`src/rtl/ir_sir_pkg.sv`:
```
package ir_sir_pkg;

  // Baud enables per bit and the phase counter width that covers them
  localparam int OVS    = 16;
  localparam int PH_W   = $clog2(OVS);
  // Receive width code and the run counter that spans 2*(code+1)
  localparam int CODE_W = 4;
  localparam int CNT_W  = CODE_W + 2;
  // Transmit pulse lengths in baud-enable periods
  localparam int LONG_LEN  = 3;
  localparam int SHORT_LEN = 1;
  localparam int CFG_W     = 4 + CODE_W;

  typedef struct packed {
    logic              pw_short;   // bit 7
    logic              rx_low_act; // bit 6
    logic              tx_on;      // bit 5
    logic              rx_on;      // bit 4
    logic [CODE_W-1:0] rx_code;    // bits 3:0
  } ir_cfg_t;

endpackage

```
`src/rtl/ir_sir_rst_sync.sv`:
```
module ir_sir_rst_sync #(
  parameter int STAGES = 2
) (
  input  logic clk,
  input  logic arst_n,
  output logic srst_n
);

  logic [STAGES-1:0] shf_q;
  logic [STAGES-1:0] shf_d;

  always_comb begin
    shf_d = {shf_q[STAGES-2:0], 1'b1};
  end

  always_ff @(posedge clk or negedge arst_n) begin
    if (!arst_n) shf_q <= '0;
    else         shf_q <= shf_d;
  end

  assign srst_n = shf_q[STAGES-1];

endmodule

```
`src/rtl/ir_sir_bit_sync.sv`:
```
module ir_sir_bit_sync #(
  parameter int   STAGES  = 2,
  parameter logic RST_VAL = 1'b0
) (
  input  logic clk,
  input  logic rst_n,
  input  logic din,
  output logic dout
);

  logic [STAGES-1:0] stg_q;
  logic [STAGES-1:0] stg_d;

  always_comb begin
    stg_d = {stg_q[STAGES-2:0], din};
  end

  always_ff @(posedge clk or negedge rst_n) begin
    if (!rst_n) stg_q <= {STAGES{RST_VAL}};
    else        stg_q <= stg_d;
  end

  assign dout = stg_q[STAGES-1];

endmodule

```
`src/rtl/ir_sir_cfg_reg.sv`:
```
module ir_sir_cfg_reg
  import ir_sir_pkg::*;
(
  input  logic             clk,
  input  logic             rst_n,
  input  logic             we,
  input  logic [CFG_W-1:0] wdata,
  output ir_cfg_t          cfg
);

  ir_cfg_t cfg_q;
  ir_cfg_t cfg_d;

  always_comb begin
    cfg_d = cfg_q;
    if (we) cfg_d = ir_cfg_t'(wdata);
  end

  always_ff @(posedge clk or negedge rst_n) begin
    if (!rst_n) cfg_q <= '0;
    else        cfg_q <= cfg_d;
  end

  assign cfg = cfg_q;

endmodule

```
`src/rtl/ir_sir_tx_mod.sv`:
```
module ir_sir_tx_mod #(
  parameter int PH_W      = ir_sir_pkg::PH_W,
  parameter int LONG_LEN  = ir_sir_pkg::LONG_LEN,
  parameter int SHORT_LEN = ir_sir_pkg::SHORT_LEN
) (
  input  logic clk,
  input  logic rst_n,
  input  logic tx_on,
  input  logic pw_short,
  input  logic baud_en,
  input  logic txd,
  output logic ir_out
);

  logic [PH_W-1:0] phase_q, phase_d;
  logic            prev_q,  prev_d;
  logic            pulse_q, pulse_d;
  logic [PH_W-1:0] pulse_len;
  logic            edge_seen;
  logic [PH_W-1:0] phase_nx;

  assign pulse_len = pw_short ? PH_W'(SHORT_LEN) : PH_W'(LONG_LEN);
  assign edge_seen = (txd != prev_q);
  // A level change opens a new bit at phase 0; a run of equal bits
  // wraps the counter, so each following bit restarts at phase 0 too.
  assign phase_nx  = edge_seen ? '0 : phase_q + PH_W'(1);

  always_comb begin
    phase_d = phase_q;
    prev_d  = prev_q;
    pulse_d = pulse_q;
    if (baud_en) begin
      phase_d = phase_nx;
      prev_d  = txd;
      pulse_d = !txd && (phase_nx < pulse_len);
    end
    if (!tx_on) pulse_d = 1'b0;
  end

  always_ff @(posedge clk or negedge rst_n) begin
    if (!rst_n) begin
      phase_q <= '0;
      prev_q  <= 1'b1;
      pulse_q <= 1'b0;
    end else begin
      phase_q <= phase_d;
      prev_q  <= prev_d;
      pulse_q <= pulse_d;
    end
  end

  assign ir_out = pulse_q;

endmodule

```
`src/rtl/ir_sir_rx_demod.sv`:
```
module ir_sir_rx_demod #(
  parameter int CODE_W   = ir_sir_pkg::CODE_W,
  parameter int PH_W     = ir_sir_pkg::PH_W,
  parameter int SYNC_STG = 2
) (
  input  logic              clk,
  input  logic              rst_n,
  input  logic              rx_on,
  input  logic              low_act,
  input  logic [CODE_W-1:0] code,
  input  logic              baud_en,
  input  logic              ir_in,
  output logic              rxd
);

  localparam int CNT_W = CODE_W + 2;
  localparam logic [PH_W-1:0] LAST_PH = '1;

  logic             ir_s;
  logic             active;
  logic             code_ok;
  logic             path_on;
  logic [CNT_W-1:0] thr;
  logic             hit;

  logic [CNT_W-1:0] run_q,  run_d;
  logic [PH_W-1:0]  hold_q, hold_d;
  logic             low_q,  low_d;

  ir_sir_bit_sync #(
    .STAGES  (SYNC_STG),
    .RST_VAL (1'b0)
  ) u_sync (
    .clk   (clk),
    .rst_n (rst_n),
    .din   (ir_in),
    .dout  (ir_s)
  );

  assign active  = ir_s ^ low_act;
  assign code_ok = (code != '0) && (code != '1);
  assign path_on = rx_on && code_ok;
  // minimum run = 2*(code+1) clocks
  assign thr     = CNT_W'({code, 1'b0}) + CNT_W'(2);
  assign hit     = path_on && active && (run_q == thr - CNT_W'(1));

  always_comb begin
    run_d  = run_q;
    hold_d = hold_q;
    low_d  = low_q;
    if (!path_on) begin
      run_d  = '0;
      hold_d = '0;
      low_d  = 1'b0;
    end else begin
      if (!active)          run_d = '0;
      else if (run_q < thr) run_d = run_q + CNT_W'(1);

      if (hit) begin
        low_d  = 1'b1;
        hold_d = '0;
      end else if (low_q && baud_en) begin
        if (hold_q == LAST_PH) begin
          low_d  = 1'b0;
          hold_d = '0;
        end else begin
          hold_d = hold_q + PH_W'(1);
        end
      end
    end
  end

  always_ff @(posedge clk or negedge rst_n) begin
    if (!rst_n) begin
      run_q  <= '0;
      hold_q <= '0;
      low_q  <= 1'b0;
    end else begin
      run_q  <= run_d;
      hold_q <= hold_d;
      low_q  <= low_d;
    end
  end

  assign rxd = !low_q;

endmodule

```
`src/rtl/ir_sir_codec.sv`:
```
module ir_sir_codec
  import ir_sir_pkg::*;
(
  input  logic             clk,
  input  logic             rst_n,
  input  logic             cfg_we,
  input  logic [CFG_W-1:0] cfg_wdata,
  output logic [CFG_W-1:0] cfg_rdata,
  input  logic             baud16_en,
  input  logic             uart_txd,
  output logic             ir_tx,
  input  logic             ir_rx,
  output logic             uart_rxd
);

  logic    rst_sync_n;
  ir_cfg_t cfg;

  ir_sir_rst_sync #(.STAGES(2)) u_rst (
    .clk    (clk),
    .arst_n (rst_n),
    .srst_n (rst_sync_n)
  );

  ir_sir_cfg_reg u_cfg (
    .clk   (clk),
    .rst_n (rst_sync_n),
    .we    (cfg_we),
    .wdata (cfg_wdata),
    .cfg   (cfg)
  );

  ir_sir_tx_mod #(
    .PH_W      (PH_W),
    .LONG_LEN  (LONG_LEN),
    .SHORT_LEN (SHORT_LEN)
  ) u_tx (
    .clk      (clk),
    .rst_n    (rst_sync_n),
    .tx_on    (cfg.tx_on),
    .pw_short (cfg.pw_short),
    .baud_en  (baud16_en),
    .txd      (uart_txd),
    .ir_out   (ir_tx)
  );

  ir_sir_rx_demod #(
    .CODE_W   (CODE_W),
    .PH_W     (PH_W),
    .SYNC_STG (2)
  ) u_rx (
    .clk     (clk),
    .rst_n   (rst_sync_n),
    .rx_on   (cfg.rx_on),
    .low_act (cfg.rx_low_act),
    .code    (cfg.rx_code),
    .baud_en (baud16_en),
    .ir_in   (ir_rx),
    .rxd     (uart_rxd)
  );

  assign cfg_rdata = cfg;

endmodule

```
`config.mk`:
```
export PLATFORM = sky130hd
export DESIGN_NAME = ir_sir_codec
export DESIGN_NICKNAME = d
export VERILOG_FILES = /design/src/rtl/ir_sir_pkg.sv /design/src/rtl/ir_sir_rst_sync.sv /design/src/rtl/ir_sir_bit_sync.sv /design/src/rtl/ir_sir_cfg_reg.sv /design/src/rtl/ir_sir_tx_mod.sv /design/src/rtl/ir_sir_rx_demod.sv /design/src/rtl/ir_sir_codec.sv
export SDC_FILE = /design/constraint.sdc
export NUM_CORES = 1
export LEC_CHECK = 0
export ABC_CLOCK_PERIOD_IN_PS = 1000
export BUFFER_PORTS_ARGS = -buffer_cell sky130_fd_sc_hd__buf_2
export CAP_MARGIN = 20
export CORE_MARGIN = 2
export CORE_UTILIZATION = 50
export CTS_BUF_LIST = sky130_fd_sc_hd__clkbuf_8
export CTS_CLUSTER_DIAMETER = 30
export DETAILED_ROUTE_END_ITERATION = 12
export PLACE_DENSITY = 0.71
export SETUP_SLACK_MARGIN = 0.02
export SLEW_MARGIN = 15
export SYNTH_ARGS = -nofsm -noshare
export SYNTH_HDL_FRONTEND = slang
export SYNTH_HIERARCHICAL = 1
export SYNTH_SLANG_ARGS = --single-unit
```
`constraint.sdc`:
```
create_clock -name clk -period 1 [get_ports clk]
set_clock_uncertainty 0.2 [all_clocks]
set_input_delay 0.15 -clock clk [delete_from_list [all_inputs] [get_ports clk]]
set_output_delay 0.15 -clock clk [all_outputs]
set_load 0.01 [all_outputs]
```
---- Word-level counts from Yosys, hierarchy flattened ----
Cells that the tools add are included.
W data, S select, Z words.
word-level totals
  flip-flop bits (word level) ............. 29
  input port bits ......................... 14
  logic and storage cells ................. 54
operators by class
  add/subtract/negate cells ............... 5
  magnitude comparators ................... 2
  eq/ne operators ......................... 8
  multiplexer cells ....................... 15
  bitwise gates (word level) .............. 1
  reduce and logical (&&, ||, !) cells .... 10
operators by type and width
  operator               number
  $mux W4                5
  $mux W6                3
  $ne A3 B3 Y1 const B   3
  $add A4 B1 Y4 const B  2
  $add A5 B2 Y6 const B  1
  $add A6 B1 Y6 const B  1
  $eq A6 B6 Y1           1
  $logic_and A1 B1 Y1    6
  $lt A6 B6 Y1           1
  $mux W1                6
  $sub A6 B1 Y6 const B  1
  $eq A4 B4 Y1 const B   1
  $lt A4 B4 Y1           1
  $ne A4 B4 Y1 const B   1
  $reduce_bool A4 Y1     1
  $logic_not A1 Y1       2
  $mux W2                1
  $ne A2 B2 Y1 const B   1
  $reduce_and A2 Y1      1
  $ne A1 B1 Y1           1
  $xor A1 B1 Y1          1

---- Longest topological paths before layout ----
Gate-level depths: netlist of run 1.
  depth in word-level cells ............... 7
  depth in mapped cells ................... 10

---- By module ----
The synthesis of run 1 kept the hierarchy.
by module, submodules not included
  module           instances  cells each  area each (µm²)  sequential area each (µm²)
  ir_sir_rx_demod  1          108         960.9            275.3
  ir_sir_tx_mod    1          35          360.3            151.4
  ir_sir_cfg_reg   1          17          331.6            200.2
  ir_sir_rst_sync  1          3           53.8             50.0
  ir_sir_bit_sync  1          2           50.0             50.0

---- Worst setup path after synthesis of run 1 ----
Ideal clock, no wire load.
  kind .................................... reg2reg
  from .................................... register u_cfg.cfg_q, in the netlist u_cfg/cfg[0]
  to ...................................... register u_rx.run_q[5]
  setup time .............................. 0.079 ns
  data arrival time ....................... 2.364 ns
  required time ........................... 0.721 ns
  slack ................................... -1.644 ns
  stages on the path, launching flop included .. 11
  path buffers ............................ 1
  clock period less this slack ............ 2.644 ns
  cells stage by stage .................... dfrtp_1 > inv_2 > ha_1 > inv_1 > ha_1 > nor2b_1 > o21ai_0 > a21oi_1 > clkbuf_1 > or4_1 > a21oi_1
on the way
  word-level cells in the longest chain between the ends .. 4
  elaborated cells between the ends (all ways) .. 8
ends and longest elaborated chain
  element                                                RTL line               source
  start, declared                                        ir_sir_cfg_reg.sv:11   ir_cfg_t cfg_q;
  start signal, assigned                                 ir_sir_cfg_reg.sv:21   else cfg_q <= cfg_d;
  branches (longest 4 deep; another with $add A5 B2 Y6)  --
  end signal, assigned                                   ir_sir_rx_demod.sv:79  run_q <= run_d;
  end, declared                                          ir_sir_rx_demod.sv:26  logic [CNT_W-1:0] run_q, run_d;
Several ways; the timed one is not identified.
A chain may end at the register's enable or synchronous reset.

---- Worst setup path in the final report of run 1 ----
  from .................................... register u_cfg.cfg_q, in the netlist u_cfg/cfg[1]
  to ...................................... register u_rx.run_q[2]
The elaborated chain is that of the path after synthesis.

==> metrics.md, run 1 <==
| Metric | Value |
|---|---|
| Design area | 2910 um2 |
| Post-Syn Area | between 1500 and 2000 um2 |
| Cts hold-fix bufs | 2 |
| WL final | 6680 um |
| Initial DRC Count | roughly 110 |
| CP Class | flip-flop to flip-flop |
| Clk slew on worst S/H paths | about 80 ps |
| Critical Path AT | around 2500 ps |
| WL/cell | between 20 and 25 um |
| Area growth syn-to-layout | 65.4% |
| Die H | 63.3 um |
| Syn Inst Count | roughly 170 |
| CP Launch Type | flip-flop |
| 1st-pass router iterations | 5 |
| Overall power | 4.29 mW |
| Seq pwr share | about 33% |
| Final hold slack | -122 ps |
| Max Cap Violations | 0 |
| Seq cells post-synth | 29 |
| Most used DFF post-synth | dfrtp_1 |
| Clock power share | roughly 30% |
| CTS root buf | clkbuf_8 |
| Comb pwr share | 37.2% |
| Layout cells sized above 1 | between 50% and 60% |
| Setup TNS | -23,250 ps |
| Post-Layout Cell Count | 303 |
| Most common cell in the synthesized netlist | dfrtp_1 |
| # setup viols final | 35 |
| Clock Latency Late Sink | around 300 ps |
| CP Data Required Time | slightly above 1000 ps |
| TritonCTS clock tree | yes |
| Final nets | between 200 and 300 |
| Async set-reset flop share out of synthesis | 100% |
| Sequential-to-total area share from yosys stat | between 40% and 50% |
| First-pass GRT wire length | 9250 um |
| CP Capture Type | flip-flop |
| Max Freq | about 400 MHz |
| Antenna viol nets, final | 0 |
| CTS buffer count | 5 |
| Initial antenna violation count | 0 |
| Hold WC Path Type | input pin to flip-flop |
| Sw frac | between 30% and 40% |
| P_leak | between 1 and 1.5 nW |
| Via count | approximately 1,800 |
| Fin crit share | 246% |
| Period minus WS final | between 2000 and 2500 ps |
| Final GP Congestion | between 0.7 and 0.8 |
| Largest cells by area after synthesis | dfrtp_1 (40%), ha_1 (8.5%), mux2_4 (6.8%), a21oi_1 (4.3%), xnor2_1 (4.0%) |
| Internal | slightly below 3 mW |
| Syn nets | 191 |
| Setup WS post-layout | -1460 ps |
| Clock buffer depth | 2 |
| Vias in the first global route | between 1,500 and 2,000 |
| Netlist cell types | 44 |
| DIE AREA | 4000 um2 |
| Power per cell area | about 1500 nW/um2 |
| Most frequent cells after synthesis | dfrtp_1 (28), a21oi_1 (15), ha_1 (12) |
| # H-tree levels | 2 |
| P_sw | between 1 and 1.5 mW |
| Vias per cell | approximately 5.9 |
| Rows | 21 |
| Chip width | between 60 and 70 um |
| Dpl hpwl | between 3000 and 4000 um |
| Grt total ovfl | 0 |
| Starting Density | a little over half |
| Peak VDD IR | between 0.001 and 0.0015 V |
| # port buffers | 23 |
| Yosys warns | 6 |
| Outcome | finished, violations left |
| RSZ-0062 raised after global routing | true |
| Failing checks | hold timing, setup timing |
| Io pins | 24 |
| Hold Fails Final Rpt | 10 |
| Placed inst area | between 2000 and 2500 um2 |
| Syn Area/Cell | about 11 um2 |
| Crit-path max FO | 6 |
| Core Region | between 3000 and 4000 um2 |
| Number of enable flip-flop cells after synthesis | 0 |
| DRC viols | 0 |
| Area leader, netlist | dfrtp_1 |
| Synth top area share | 39.9% |
| Pins Over Slew Limit | 0 |
| # clock sinks | 29 |
| Ant diodes | 0 |
| GR Util All Layers | 30.8% |
| Placed insts | 273 |
| Pin count of the biggest net entering global routing | 17 |
## power groups by stage
stage                     Combinational (mW)  Clock (mW)  Sequential [mW]
final                                   1.60        1.28             1.41
after global routing                    1.67        1.35             1.42
after CTS                               1.34        1.27             1.40
after detailed placement                1.02           0             1.40
after global placement                 0.963           0             1.39
after floorplan                        0.579           0             1.42
## kinds of logic after synthesis
| logic type | Yosys count | synth area share, % |
|---|---|---|
| adders and majority gates | 12 | 8.55 |
| buffers and inverters | 17 | 4.70 |
| DFF | 29 | 41.4 |
| AOI/OAI and AO/OA | 42 | 16.8 |
| and+or+nand+nor | 39 | 12.5 |
| xor gates and xnor gates | 13 | 6.48 |
| muxes | 12 | 9.33 |
| other | 1 | 0.213 |
## worst max-delay path: stages, from the launching register on
cell and delay (ps):
dfrtp_2 440, inv_2 80, ha_4 290, inv_4 40
ha_4 210, nor2b_4 120, o21ai_2 180, a21oi_4 110
or4_1 540, a21oi_2 180
## timing repair
| item | in CTS | in global routing |
|---|---|---|
| setup endpoints to repair | 35 | 35 |
| cloned | 0 | 0 |
| setup buffers | 15 | 13 |
| endpoints found under the hold margin | 11 | 10 |
| pin swaps | 21 | 11 |
| gates resized for setup | 50 | 21 |
## layout by cell type, fill, tap and decap left out, types with 3 or more instances in the layout
| master | instances |
|---|---|
| ha_1 | 5 |
| dfrtp_1 | 23 |
| a21oi_1 | 11 |
| or4_1 | 3 |
| ha_4 | 7 |
| inv_1 | 5 |
| buf_6 | 31 |
| o21ai_1 | 4 |
| dfrtp_2 | 5 |
| a21oi_2 | 3 |
| clkbuf_8 | 5 |
| xor2_1 | 4 |
| o31ai_1 | 6 |
| xnor2_1 | 6 |
| buf_4 | 40 |
| buf_2 | 16 |
| mux2_4 | 9 |
| inv_2 | 4 |
| nand2_1 | 10 |
| nand3_1 | 4 |
## per-stage QoR
stage                     utilization, %  hold WS [ps]  worst slack [ps]
after floorplan                        -          -346             -1390
after global placement              68.3          -265             -1330
after detailed placement            68.3          -259             -1460
after CTS                           82.6          -113             -1310
after global routing                86.4          -134             -1550
final                               86.4          -122             -1460
## layout make-up
type	instances	area, um2
flip-flops and latches	29	733
clock inverters	3	46.3
multi-input cells	119	1180
inverters	11	46.3
fillers	156	458
well taps	46	57.6
repair buffers	90	769
clock buffers	5	68.8
## state kept, by name, indices dropped and copies added (netlist names)
name	cells
u_tx/phase_q	4
u_rst/shf_q	2
u_rx/run_q	6
u_cfg/cfg	8
u_rx/u_sync/stg_q	2
u_rx/hold_q	4
u_rx/low_q	1
u_tx/ir_out	1
u_tx/prev_q	1
## per-layer routing
layer	up-vias	global-route usage [%]	wire length, um
met2	102	55.7	3480
met5	-	0	0
li1	787	-	-
met3	31	5.00	401
met1	880	33.8	2430
met4	0	17.9	372
## final timing paths
kind / depth (start not counted) / from / slack (ps) / endpoint
max: 9 / u_cfg/cfg[1] / -1460 / u_rx/run_q[2]
min: 2 / cfg_wdata[7] / -120 / u_cfg/cfg[7]
max reg2reg: 9 / u_cfg/cfg[1] / -1460 / u_rx/run_q[2]
min reg2reg: 1 / u_rst/shf_q[1] / 20 / u_tx/ir_out
max in group asynchronous: 1 / u_rst/shf_q[1] / 350 / u_cfg/cfg[2]
min in group asynchronous: 2 / rst_n / -40 / u_rst/shf_q[0]
Power figures use the tool's default switching activity.
==> run 2, diff against run 1 <==
SKIP_LAST_GASP = 1   (was unset)
==> run 2 against run 1 <==
Net effect:
- the flow still finishes with violations (hold timing, setup timing)
- largest cell class unchanged
- non-clock buffer count is 3 lower
- sequential share of layout area increased by 0.36 points
- combinational power down 4%
- die area did not move
- final area fell by 1.4%
- final cell count fell by 0.99%
- critical path type unchanged
- worst setup slack worse by 61 ps
- first-iteration DRC count increased by 65%
==> metrics.md, run 2 (same netlist as run 1, synthesis figures left out) <==
| Metric | Value |
|---|---|
| CP Data Required Time | 1000 ps (-30 ps) |
| Die H | 63.3 um (unchanged) |
| Hold WC Path Type | input pin to flip-flop |
| Chip width | 63.3 um (unchanged) |
| Final nets | 279 (-1.1%) |
| P_sw | 1.38 mW (about the same) |
| CP Capture Type | flip-flop |
| 1st-pass router iterations | 6 (+1) |
| Vias per cell | 6.14 (+3.3%) |
| Max Cap Violations | 0 (unchanged) |
| Worst-path cell chain | inv_2, ha_4, inv_4, ha_4, nor2b_4, o21ai_2, a21oi_4, buf_6, or3_1, a21oi_1 |
| Period minus WS final | 2520 ps (+60.7 ps) |
| # setup viols final | 35 (unchanged) |
| CTS root buf | clkbuf_8 |
| Dpl hpwl | 3280 um (unchanged) |
| TritonCTS clock tree | yes |
| RSZ-0062 raised after global routing | true |
| WL/cell | 22.5 um (+2.0%) |
| Design area | 2860 um2 (-1.4%) |
| Layout cells sized above 1 | 59.1% (+0.30 points) |
| Initial antenna violation count | 0 (unchanged) |
| # port buffers | 23 (unchanged) |
| Commonest non-fill, non-tap cells in the layout | buf_4 (41), buf_6 (25), dfrtp_1 (23), buf_2 (18), nand2_1 (10) |
| Failing checks | hold timing, setup timing |
| Hold Fails Final Rpt | 10 (unchanged) |
| Initial DRC Count | 180 (+65%) |
| Setup crit start | u_cfg/cfg[1] |
| Core Region | 3360 um2 (unchanged) |
| Crit-path max cell delay | 450 ps (-90 ps) |
| Ant diodes | 0 (unchanged) |
| CP max stage cell | dfrtp_2 |
| Worst R2R Start | u_cfg/cfg[1] |
| Most used cell, CP | ha_4 |
| Grt total ovfl | 0 (unchanged) |
| Reg2reg path depth | 10 (+1) |
| Vias in the first global route | 1,851 (-0.64%) |
| WL final | 6740 um (+0.99%) |
| CP Class | flip-flop to flip-flop |
| # clock sinks | 29 (unchanged) |
| Clock Latency Late Sink | 300 ps (about the same) |
| Final GP Congestion | 0.770 (unchanged) |
| Most common cell after layout, fill and taps aside | buf_4 |
| CTS buffer count | 5 (unchanged) |
| First-pass GRT wire length | 9290 um (+0.45%) |
| Number of flip-flops in the largest register | 8 (unchanged) |
| Cts hold-fix bufs | 2 (unchanged) |
| Setup TNS | -23,580 ps (-333 ps) |
| Reg2Reg Setup Slack | -1520 ps (-60 ps) |
| Starting Density | 52.2% (unchanged) |
| Setup WS post-layout | -1520 ps (-60.7 ps) |
| Critical Path AT | 2520 ps (+30 ps) |
| Max Freq | 397 MHz (-2.4%) |
| Io pins | 24 (unchanged) |
| Delay-heaviest family, CP | simple AND/OR/NAND/NOR gates |
| Rows | 21 (unchanged) |
| DIE AREA | 4000 um2 (unchanged) |
| Area growth syn-to-layout | 63.0% |
| Clock buffer depth | 2 (unchanged) |
| Clock power share | 30.2% (+0.3 points) |
| Via count | 1,841 (+2.3%) |
| Post-Route Utilization | 85.2% (-1.2 points) |
| Pin count of the biggest net entering global routing | 17 (unchanged) |
| CP Launch Type | flip-flop |
| # H-tree levels | 2 (unchanged) |
| Sw frac | 32.7% (+0.45 points) |
| Critical Path Sink | u_rx/run_q[0] |
| WP buf/inv | 3 (+1) |
| WP depth | 10 (+1) |
| P_leak | 1.31 nW (-1.6%) |
| Comb pwr share | 36.3% (-0.9 points) |
| Power per cell area | 1480 nW/um2 (about the same) |
| DRC viols | 0 (unchanged) |
| Peak VDD IR | 0.00124 V (+2.2%) |
| Placed inst area | 2300 um2 (unchanged) |
| Crit-path max FO | 6 (unchanged) |
| Worst r2r dst | u_rx/run_q[0] |
| Pins Over Slew Limit | 0 (unchanged) |
| Internal | 2.85 mW (-2.1%) |
| Antenna viol nets, final | 0 (unchanged) |
| FILL cells | 177 (+13%) |
| Outcome | finished, violations left |
| Fin crit share | 252% (+6.1 points) |
| GR Util All Layers | 31.0% (+0.22 points) |
| Clk slew on worst S/H paths | 80 ps (about the same) |
| Final hold slack | -115 ps (+7.60 ps) |
| Seq pwr share | 33.5% (+0.6 points) |
## run 2: cell count changes in the layout (fill, tap and decap cells not counted), sizes merged
cell | previous run | this run
buf | 88 | 85
## run 2: timing repair
item | 4_1_cts | 5_1_grt
gates cloned | 0 | 0
pin swaps | 21 | 8
setup buffers | 15 | 10
gates resized for setup | 43 | 23
setup endpoints to repair | 35 | 35
hold endpoints to repair | 11 | 10
## run 2: stage by stage
stage / std cells / setup WS [ps] / total power [mW] / hold WS, ps
finish: 300 / -1520 / 4.23 / -115
global route: 300 / -1530 / 4.35 / -112
detailed placement: 273 / -1460 / 2.42 / -259
CTS: 295 / -1310 / 3.98 / -113
floorplan: 165 / -1390 / 2.00 / -346
global placement: 273 / -1330 / 2.35 / -265
## run 2: final cells by class
cell class | count | area, um2 | area share, %
Clock buffer | 5 | 68.8 | 2.40
Clock inverter | 3 | 46.3 | 1.62
Inverter | 11 | 48.8 | 1.70
Multi-Input combinational cell | 119 | 1190 | 41.5
Sequential cell | 29 | 733 | 25.6
Tap cell | 46 | 57.6 | 2.01
Timing Repair Buffer | 87 | 719 | 25.1
## run 2: worst min-delay path by stage
| stage | from | endpoint | slack, ps | cells after the start |
|---|---|---|---|---|
| after floorplan | rst_n | u_rst/shf_q[0] | -350 | 0 |
| after detailed placement | rst_n | u_rst/shf_q[0] | -260 | 1 |
| after CTS | cfg_wdata[1] | u_cfg/cfg[1] | -110 | 2 |
| final | cfg_wdata[7] | u_cfg/cfg[7] | -110 | 2 |
| after global routing | cfg_wdata[1] | u_cfg/cfg[1] | -110 | 2 |
| after global placement | rst_n | u_rst/shf_q[0] | -260 | 1 |
## run 2: power by group through the flow
stage | combinational, mW | sequential [mW] | clock, mW
after floorplan | 0.579 | 1.42 | 0
after global placement | 0.963 | 1.39 | 0
after detailed placement | 1.02 | 1.40 | 0
after CTS | 1.31 | 1.40 | 1.27
after global routing | 1.60 | 1.43 | 1.32
final | 1.54 | 1.42 | 1.28
## run 2: metal layers
| layer | part of all wire [%] | up-vias | track usage [%] |
|---|---|---|---|
| met5 | 0 | - | 0 |
| met4 | 5.3 | 0 | 13.0 |
| met3 | 7.6 | 37 | 6.07 |
| met2 | 51 | 131 | 56.0 |
| met1 | 36 | 895 | 35.7 |
| li1 | - | 778 | - |
==> run 3, diff against run 2 <==
ABC_AREA = 1   (was unset)
PLACE_DENSITY = 0.74   (was 0.71)
==> run 3 against run 2 <==
Net effect:
- the run still ends with hold timing, setup timing left
- sequential share of layout area down 0.99 points
- critical endpoint is now u_rx/run_q[5]
- synthesized area down 0.50%
- core utilization up 4.1 points
- via count up 13%
- largest cell class unchanged
- routed wire length down 0.56%
- synthesized cell count up 41%
==> metrics.md, run 3 <==
| Metric | Value |
|---|---|
| Grt total ovfl | 0 (unchanged) |
| CTS root buf | clkbuf_8 |
| Fin crit share | 226% (-26 points) |
| Most common cell in the synthesized netlist | nand2_1 |
| Syn nets | 258 (+35%) |
| WL/cell | 17.6 um (-21%) |
| Failing checks | hold timing, setup timing |
| Worst R2R Start | u_cfg/cfg[0] |
| Final GP Congestion | 0.861 (+12%) |
| Max Cap Violations | 0 (unchanged) |
| Dpl hpwl | 3170 um (-3.4%) |
| Seq cells post-synth | 29 (unchanged) |
| Chip width | 63.1 um (-0.24%) |
| Die H | 63.1 um (-0.24%) |
| Area growth syn-to-layout | 70.4% |
| P_sw | 1.19 mW (-14%) |
| Number of flip-flops in the largest register | 8 (unchanged) |
| # H-tree levels | 2 (unchanged) |
| 1st-pass router iterations | 5 (-1) |
| Peak VDD IR | 0.000950 V (-24%) |
| Largest cells by area after synthesis | dfrtp_1 (40%), nand2_1 (16%), ha_1 (8.6%), inv_1 (7.5%), nand3_1 (6.9%) |
| DRC viols | 0 (unchanged) |
| Io pins | 24 (unchanged) |
| Starting Density | 52.4% (+0.15 points) |
| Setup WS post-layout | -1260 ps (+256 ps) |
| Final hold slack | -75.3 ps (+39.5 ps) |
| Syn Inst Count | 232 (+41%) |
| Clk slew on worst S/H paths | 70 ps (about the same) |
| WL final | 6700 um (-0.56%) |
| Reg2reg path depth | 13 (+3) |
| First-pass GRT wire length | 9010 um (-3.0%) |
| CP Class | flip-flop to flip-flop |
| CP Capture Type | flip-flop |
| Layout cells sized above 1 | 51.2% (-7.9 points) |
| Critical Path AT | 2240 ps (-280 ps) |
| Most frequent cells after synthesis | nand2_1 (73), inv_1 (35), dfrtp_1 (28) |
| Number of enable flip-flop cells after synthesis | 0 (unchanged) |
| GR Util All Layers | 29.2% (-1.8 points) |
| Pins Over Slew Limit | 0 (unchanged) |
| Most used DFF post-synth | dfrtp_1 |
| CP Data Required Time | 980 ps (-20 ps) |
| Initial DRC Count | 145 (-19%) |
| Vias in the first global route | 2,101 (+14%) |
| Yosys warns | 6 (unchanged) |
| Reg2Reg Setup Slack | -1260 ps (+260 ps) |
| Final nets | 359 (+29%) |
| Post-Route Utilization | 89.3% (+4.1 points) |
| Cts hold-fix bufs | 10 (+8) |
| DIE AREA | 3980 um2 (-0.47%) |
| Clock buffer depth | 2 (unchanged) |
| Netlist cell types | 24 (-45%) |
| Post-Syn Area | 1750 um2 (-0.50%) |
| Max Freq | 442 MHz (+11%) |
| Clock Latency Late Sink | 290 ps (about the same) |
| Vias per cell | 5.47 (-11%) |
| # clock sinks | 29 (unchanged) |
| Commonest non-fill, non-tap cells in the layout | nand2_1 (58), buf_4 (50), dfrtp_1 (23), inv_1 (23), buf_6 (18) |
| Outcome | finished, violations left |
| CTS buffer count | 5 (unchanged) |
| Period minus WS final | 2260 ps (-256 ps) |
| Crit-path max FO | 6 (unchanged) |
| Async set-reset flop share out of synthesis | 100% (unchanged) |
| Comb pwr share | 33.4% (-2.9 points) |
| Ant diodes | 0 (unchanged) |
| Internal | 2.47 mW (-13%) |
| # setup viols final | 31 (-11%) |
| Hold Fails Final Rpt | 10 (unchanged) |
| Syn Area/Cell | 7.53 um2 (-29%) |
| Power per cell area | 1230 nW/um2 (-17%) |
| Synth top area share | 40.1% (+0.20 points) |
| Seq pwr share | 36.6% (+3.1 points) |
| Sw frac | 32.5% (-0.14 points) |
| # port buffers | 23 (unchanged) |
| Worst r2r dst | u_rx/run_q[5] |
| P_leak | 1.54 nW (+18%) |
| Sequential-to-total area share from yosys stat | 41.6% (+0.21 points) |
| Pin count of the biggest net entering global routing | 20 (+3) |
| Rows | 21 (unchanged) |
| Via count | 2,077 (+13%) |
| Most common cell after layout, fill and taps aside | nand2_1 |
| Clock power share | 30.0% (-0.2 points) |
| TritonCTS clock tree | yes |
| Hold WC Path Type | flip-flop to asynchronous set/reset pin |
| RSZ-0062 raised after global routing | true |
| Antenna viol nets, final | 0 (unchanged) |
| Initial antenna violation count | 0 (unchanged) |
| Core Region | 3340 um2 (-0.78%) |
| Area leader, netlist | dfrtp_1 |
| CP Launch Type | flip-flop |
==> run 3: cell types whose count changed after synthesis, sizes merged, moves of 3 or more <==
cell    previous run  this run
inv               11        37
xnor2              8         1
nand2             10        79
nand4              2         7
o31ai              7         0
nand3              7        26
and2               3         0
mux2              11         0
nor2               3        15
a21oi             15         5
clkbuf             5         0
or4                5         0
==> run 3: routing by layer <==
metal,part of all wire (%),global-route usage [%]
met1,35,32.2
met2,54,51.5
met3,4.9,4.29
met4,6.8,20.0
met5,0,0
==> run 3: layout make-up <==
type | instances | area (um2)
clock buffer | 7 | 96.3
clock inverter | 1 | 5.00
fill | 145 | 358
inverter | 37 | 146
multi-input combinational | 164 | 1160
sequential | 29 | 733
tap | 46 | 57.6
timing repair buffer | 96 | 783
==> run 3: kinds of logic (layout without fill, tap and decap cells) <==
kind of cell    after synthesis  in the layout  share of synthesized area, %
simple gates                129            129                          32.9
compound gates               18             18                          5.87
xor+xnor                      4              4                          2.00
fa+ha+maj                    12             12                          8.59
flops                        29             29                          41.6
buf+inv                      39            141                          8.88
other cells                   1              1                         0.215
==> run 3: worst max-delay path by stage <==
stage | slack (ps) | end | startpoint | depth (start not counted)
after floorplan | -1000 | u_rx/run_q[5] | u_cfg/cfg[0] | 13
after global placement | -1060 | u_rx/run_q[3] | u_cfg/cfg[1] | 10
after detailed placement | -1080 | u_rx/run_q[3] | u_cfg/cfg[0] | 10
after CTS | -1040 | u_rx/run_q[5] | u_cfg/cfg[0] | 13
after global routing | -1350 | u_rx/run_q[5] | u_cfg/cfg[0] | 13
final | -1260 | u_rx/run_q[5] | u_cfg/cfg[0] | 13
==> run 3: per-stage QoR <==
step / instances / setup WS, ps / power [mW] / TNS [ps] / area [um2]
2_1_floorplan: 232 / -1000 / 1.76 / -11370 / 1820
3_3_place_gp: 349 / -1060 / 2.10 / -12710 / 2370
3_5_place_dp: 349 / -1080 / 2.12 / -13420 / 2370
4_1_cts: 374 / -1040 / 3.40 / -15940 / 2780
5_1_grt: 380 / -1350 / 3.81 / -20270 / 2980
6_report: 380 / -1260 / 3.67 / -19040 / 2980
==> run 3: repair_timing <==
action / 4_1_cts / 5_1_grt
setup buffers: 10 / 8
gates cloned: 0 / 0
endpoints found under the hold margin: 20 / 9
endpoints found under the setup margin: 30 / 33
gates resized for setup: 41 / 44
pin swaps: 12 / 27
==> run 3: power by group through the flow <==
stage          clock (mW)  sequential (mW)  combinational (mW)
5_1_grt              1.16             1.35                1.30
3_5_place_dp            0             1.35               0.776
2_1_floorplan           0             1.37               0.384
4_1_cts              1.10             1.33               0.965
6_report             1.10             1.34                1.22
3_3_place_gp            0             1.35               0.750
==> run 3: worst max-delay path, stage by stage (launching register included) <==
cell and delay (ps):
dfrtp_2 460, ha_4 210, inv_2 40, nand2_2 80
nand2_4 70, ha_4 250, nand2_2 70, inv_2 50
o21ai_4 170, o2111ai_4 190, nor2_2 150, nand2_1 70
nand2_1 90, nor2_1 60
